`src/rtl/lem_pkg.sv`:
```
package lem_pkg;
  localparam int STAT_BYTE_W   = 8;
  localparam int IND_BIT_POS   = 5;
endpackage

```
`src/rtl/faw_err_toggle.sv`:
```
module faw_err_toggle #(
  parameter int GROUP_SIZE = 16,
  parameter int HOLDOFF_MS = 128
) (
  input  logic clk,
  input  logic rst,
  input  logic err_evt,
  input  logic tick_ms,
  output logic ind_o
);
  localparam int GW = (GROUP_SIZE > 1) ? $clog2(GROUP_SIZE) : 1;
  localparam int TW = $clog2(HOLDOFF_MS + 1);
  localparam logic [GW-1:0] G_LAST = GW'(GROUP_SIZE - 1);
  localparam logic [TW-1:0] T_FULL = TW'(HOLDOFF_MS);

  logic [GW-1:0] grp_q;
  logic [TW-1:0] tmr_q;
  logic          pend_q;
  logic          ind_q;
  logic          grp_done;
  logic          win_open;
  logic          fire;

  assign grp_done = err_evt && (grp_q == G_LAST);
  assign win_open = (tmr_q == T_FULL);
  assign fire     = win_open && (pend_q || grp_done);

  // error group counter, independent of the window
  always_ff @(posedge clk) begin
    if (rst)            grp_q <= '0;
    else if (grp_done)  grp_q <= '0;
    else if (err_evt)   grp_q <= grp_q + 1'b1;
  end

  // interval timer restarts at each inversion and saturates at the window length
  always_ff @(posedge clk) begin
    if (rst)                          tmr_q <= '0;
    else if (fire)                    tmr_q <= '0;
    else if (tick_ms && !win_open)    tmr_q <= tmr_q + 1'b1;
  end

  always_ff @(posedge clk) begin
    if (rst)           pend_q <= 1'b0;
    else if (fire)     pend_q <= 1'b0;
    else if (grp_done) pend_q <= 1'b1;
  end

  always_ff @(posedge clk) begin
    if (rst)       ind_q <= 1'b0;
    else if (fire) ind_q <= ~ind_q;
  end

  assign ind_o = ind_q;
endmodule

```
`src/rtl/crc_err_counter.sv`:
```
module crc_err_counter #(
  parameter int CNT_W = 8
) (
  input  logic             clk,
  input  logic             rst,
  input  logic             fail_evt,
  input  logic             clr_evt,
  output logic [CNT_W-1:0] cnt_o
);
  logic [CNT_W-1:0] cnt_q;

  always_ff @(posedge clk) begin
    if (rst)           cnt_q <= '0;
    else if (clr_evt)  cnt_q <= fail_evt ? CNT_W'(1) : '0;
    else if (fail_evt) cnt_q <= cnt_q + 1'b1;
  end

  assign cnt_o = cnt_q;
endmodule

```
`src/rtl/line_err_monitor.sv`:
```
module line_err_monitor #(
  parameter int GROUP_SIZE = 16,
  parameter int HOLDOFF_MS = 128,
  parameter int CRC_CNT_W  = 8
) (
  input  logic       clk,
  input  logic       rst,
  input  logic       faw_chk_stb,
  input  logic       faw_chk_err,
  input  logic       crc_chk_stb,
  input  logic       crc_chk_fail,
  input  logic       tick_ms,
  input  logic       tick_sec,
  input  logic       maint_clr_en,
  output logic [7:0] status1_o,
  output logic [7:0] crc_count_o
);
  import lem_pkg::*;

  logic                 ind;
  logic [CRC_CNT_W-1:0] crc_cnt;

  faw_err_toggle #(
    .GROUP_SIZE (GROUP_SIZE),
    .HOLDOFF_MS (HOLDOFF_MS)
  ) u_faw (
    .clk     (clk),
    .rst     (rst),
    .err_evt (faw_chk_stb & faw_chk_err),
    .tick_ms (tick_ms),
    .ind_o   (ind)
  );

  crc_err_counter #(
    .CNT_W (CRC_CNT_W)
  ) u_crc (
    .clk      (clk),
    .rst      (rst),
    .fail_evt (crc_chk_stb & crc_chk_fail),
    .clr_evt  (maint_clr_en & tick_sec),
    .cnt_o    (crc_cnt)
  );

  always_comb begin
    status1_o = '0;
    status1_o[IND_BIT_POS] = ind;
  end

  generate
    if (CRC_CNT_W >= STAT_BYTE_W) begin : g_crc_trunc
      assign crc_count_o = crc_cnt[STAT_BYTE_W-1:0];
    end else begin : g_crc_pad
      assign crc_count_o = {{(STAT_BYTE_W-CRC_CNT_W){1'b0}}, crc_cnt};
    end
  endgenerate
endmodule

```
`config.mk`:
```
export PLATFORM = sky130hd
export DESIGN_NAME = line_err_monitor
export DESIGN_NICKNAME = d
export VERILOG_FILES = /design/src/rtl/lem_pkg.sv /design/src/rtl/faw_err_toggle.sv /design/src/rtl/crc_err_counter.sv /design/src/rtl/line_err_monitor.sv
export SDC_FILE = /design/constraint.sdc
export NUM_CORES = 1
export LEC_CHECK = 0
export ABC_CLOCK_PERIOD_IN_PS = 5100
export BUFFER_PORTS_ARGS = -buffer_cell sky130_fd_sc_hd__buf_4
export CAP_MARGIN = 20
export CORE_MARGIN = 2
export CORE_UTILIZATION = 45
export DETAILED_ROUTE_END_ITERATION = 6
export PLACE_DENSITY = 0.8
export SYNTH_ARGS = -nofsm -noshare
export SYNTH_HDL_FRONTEND = slang
export SYNTH_HIERARCHICAL = 1
export SYNTH_SLANG_ARGS = --single-unit
```
`constraint.sdc`:
```
create_clock -name clk -period 5.1 [get_ports clk]
set_input_delay 0.51 -clock clk [delete_from_list [all_inputs] [get_ports clk]]
set_output_delay 0.51 -clock clk [all_outputs]
set_load 0.02 [all_outputs]
```
==> impl_metrics.py <==
metrics = {
    "status": {
        "result_of_the_run": "finished clean",
    },
    "timing": {
        "totalNegativeSetupSlack_ps": 0,
        "layout_worst_path_cycle_share": 0.357,
        "rsz0062_at_grt": "no",
        "relSlewSlack": 0.519,
        "skew_ps": 2.67,
        "min_period_ps": 1820,
        "timing_worst_slew_pin_value_ps": 712,
        "setup_violators_final": 0,
        "final-max-slew-violation-count": 0,
        "top_achievable_clock_speed_mhz": 549,
        "postLayoutSetupSlackWorst_ps": 3280,
        "hold_viol_final": 0,
    },
    "floorplanning": {
        "die-height_um": 54.2,
        "top_level_ports": 25,
        "die_width_um": 54.2,
        "die_area_um2": 2940,
        "initial_utilization": 0.467,
        "core.rowCount": 18,
        "coreArea_um2": 2430,
    },
    "worst_setup_path": {
        "worst_setup_path_endpoint": "u_faw/tmr_q[3]",
        "rr_endpoint": "u_faw/tmr_q[3]",
        "crit_path_max_incr_delay_ps": 500,
        "crit_slowest_cell": "sky130_fd_sc_hd__or4b_4",
        "crit-reg2reg-launch": "u_faw/tmr_q[0]",
        "worst-path-buf-inv": 1,
        "setup.worst_path.class": "reg2reg",
        "crit_end_category": "register",
        "cp-startpoint": "u_faw/tmr_q[0]",
        "cp_top_family": "simple AND/OR/NAND/NOR gates",
        "critical_path_fanouts_max": 7,
        "critical_path_cell_count": 5,
        "critPathRequiredTime_ps": 5280,
        "worstPathCellList": "inv_1 -> ha_1 -> or4b_4 -> o31ai_2 -> nor2_1",
        "critical_path_arrival_ps": 2000,
        "cp-start-kind": "register",
        "reg2reg_path_depth": 5,
        "rrSetupSlack_ps": 3280,
    },
    "clock_network": {
        "clockBufferDepth": 2,
        "worstSkewPairLatency_ps": 300,
        "worst_setup_hold_path_clk_slew_ps": 120,
        "cts_hold_buf": 0,
        "cts-htree-levels": 1,
        "cts_post_setup_buffers_inserted": 0,
        "ctsResizeCount": 0,
        "cts_root_buffer": "sky130_fd_sc_hd__clkbuf_4",
        "tritoncts_clock_tree": "yes",
        "cts-buffers-inserted": 3,
        "cts_sinks": 22,
    },
    "yosys": {
        "ys_warn_count": 6,
        "yosysTopAreaCell": "sky130_fd_sc_hd__dfxtp_1",
        "synth_top_area_frac": 0.388,
        "netlist_area_um2": 1130,
        "syn-instance-count": 127,
        "ys_seq_elements": 22,
        "netlist-cell-type-count": 36,
        "postSynthAreaPerCell_um2": 8.94,
        "synth_top_cells_by_area": "sky130_fd_sc_hd__dfxtp_1 (39%), sky130_fd_sc_hd__buf_4 (6.0%), sky130_fd_sc_hd__xor2_1 (5.4%), sky130_fd_sc_hd__ha_1 (4.4%), sky130_fd_sc_hd__a21oi_1 (4.0%)",
        "synth-seq-area-share": 0.388,
    },
    "cells_and_area": {
        "layout.cells.most_common": "sky130_fd_sc_hd__dfxtp_1",
        "antenna_diode_count": 0,
        "nets": 156,
        "drive_gt1_frac": 0.176,
        "areaGrowthSynthToFinish_pct": 12.1,
        "layout_common_cells": "sky130_fd_sc_hd__dfxtp_1 (22), sky130_fd_sc_hd__buf_4 (17), sky130_fd_sc_hd__nor2_1 (12)",
        "num-fill-cells": 231,
        "layoutNonFillerInstCount": 172,
        "finish.utilization": 0.523,
    },
    "routing": {
        "drt_pass1_iterations": 4,
        "final_antenna_net_count": 0,
        "route.vias.total": 931,
        "drt-wirelength-per-cell_um": 11.8,
        "postRouteWirelength_um": 2030,
        "detailedRoute.firstIterationViolations": 13,
        "via_cell_ratio": 5.41,
        "remaining_drc_errors": 0,
    },
    "power": {
        "cellLeakagePower_nw": 0.479,
        "ir_drop_mv": 0.163,
        "powerDensity_nw_per_um2": 240,
    },
    "placed_design": {
        "io_buffer_count": 17,
        "dpl_worst_slack_ps": 3180,
        "detailed_place_hpwl_um": 1530,
        "dpl.cell_count": 168,
        "gp_congestion": 0.699,
    },
    "global_routing": {
        "grt_max_degree": 13,
        "antenna_violations_before_repair": 0,
        "grt_pass1_vias": 813,
        "first_pass_grt_wire_length_um": 3330,
        "grt_use_total": 0.156,
        "grt_remaining_overflow": 0,
    },
    "job": {
        "timing.max_cap.violations": 0,
    },
    "min_path": {
        "hold_path.class": "in2reg",
    },
}
registers in the layout, summed over array words and instances (netlist names):
| signal | flops |
|---|---|
| u_faw/ind_o | 1 |
| u_faw/grp_q | 4 |
| u_faw/pend_q | 1 |
| u_faw/tmr_q | 8 |
| u_crc/cnt_o | 8 |
Yosys cell counts, drive strengths merged:
library cell	n
a211o	2
a21oi	9
a31oi	1
a41o	1
a41oi	1
and2	3
buf	10
clkbuf	2
clkinv	1
conb	1
dfxtp	22
ha	4
inv	4
mux2i	2
nand2	6
nand3	3
nand4	7
nor2	12
nor2b	3
nor3b	1
nor4b	1
o2111ai	2
o211ai	1
o21ai	4
o22ai	1
o31ai	4
or2	1
or3	4
or3b	1
or4	3
or4b	1
xnor2	2
xor2	7
per-stage QoR:
step                instance area (um^2)  hold WS (ps)  total power [mW]
floorplan                           1160           446             0.209
global placement                    1240           472             0.214
detailed placement                  1240           488             0.215
CTS                                 1270           413             0.309
global route                        1270           410             0.320
finish                              1270           424             0.305
how the worst min path moves through the flow:
stage                    from              to  slack [ps]  cells past startpoint
4_1_cts                   rst  u_crc/cnt_o[0]         410                      2
3_3_place_gp   u_crc/cnt_o[7]  u_crc/cnt_o[7]         470                      2
3_5_place_dp      u_faw/ind_o     u_faw/ind_o         490                      2
2_1_floorplan     u_faw/ind_o     u_faw/ind_o         450                      2
6_report                  rst  u_faw/tmr_q[0]         420                      2
5_1_grt                   rst  u_crc/cnt_o[0]         410                      2
cells by family after synthesis:
logic type,count (synthesis),synth area share
buf+inv,17,0.0926
compound gates,26,0.159
xor+xnor,9,0.0695
simple gates,46,0.226
fa+ha+maj,4,0.0441
flops,22,0.388
mux,2,0.0176
other cells,1,0.00330
where the power goes:
| group | switching [mW] | internal, mW |
|---|---|---|
| sequential | 0.00401 | 0.175 |
| combinational | 0.0191 | 0.0138 |
| clock | 0.0497 | 0.0435 |
| total | 0.0728 | 0.232 |
per-layer routing:
layer / track usage / vias up / wire length [um]
met3: 0.0246 / 4 / 94
met4: 0.0750 / 0 / 29
met1: 0.186 / 425 / 920
li1: - / 475 / -
met5: 0 / - / 0
met2: 0.273 / 27 / 986
layout make-up:
class / count / area (um^2) / share of cell area
clock buffer: 4 / 36.3 / 0.0285
inverter: 5 / 18.8 / 0.0147
multi-input combinational: 94 / 612 / 0.481
sequential: 22 / 440 / 0.346
tap: 30 / 37.5 / 0.0295
timing repair buffer: 17 / 128 / 0.100
Note: power is estimated with default switching activity, not from simulation.
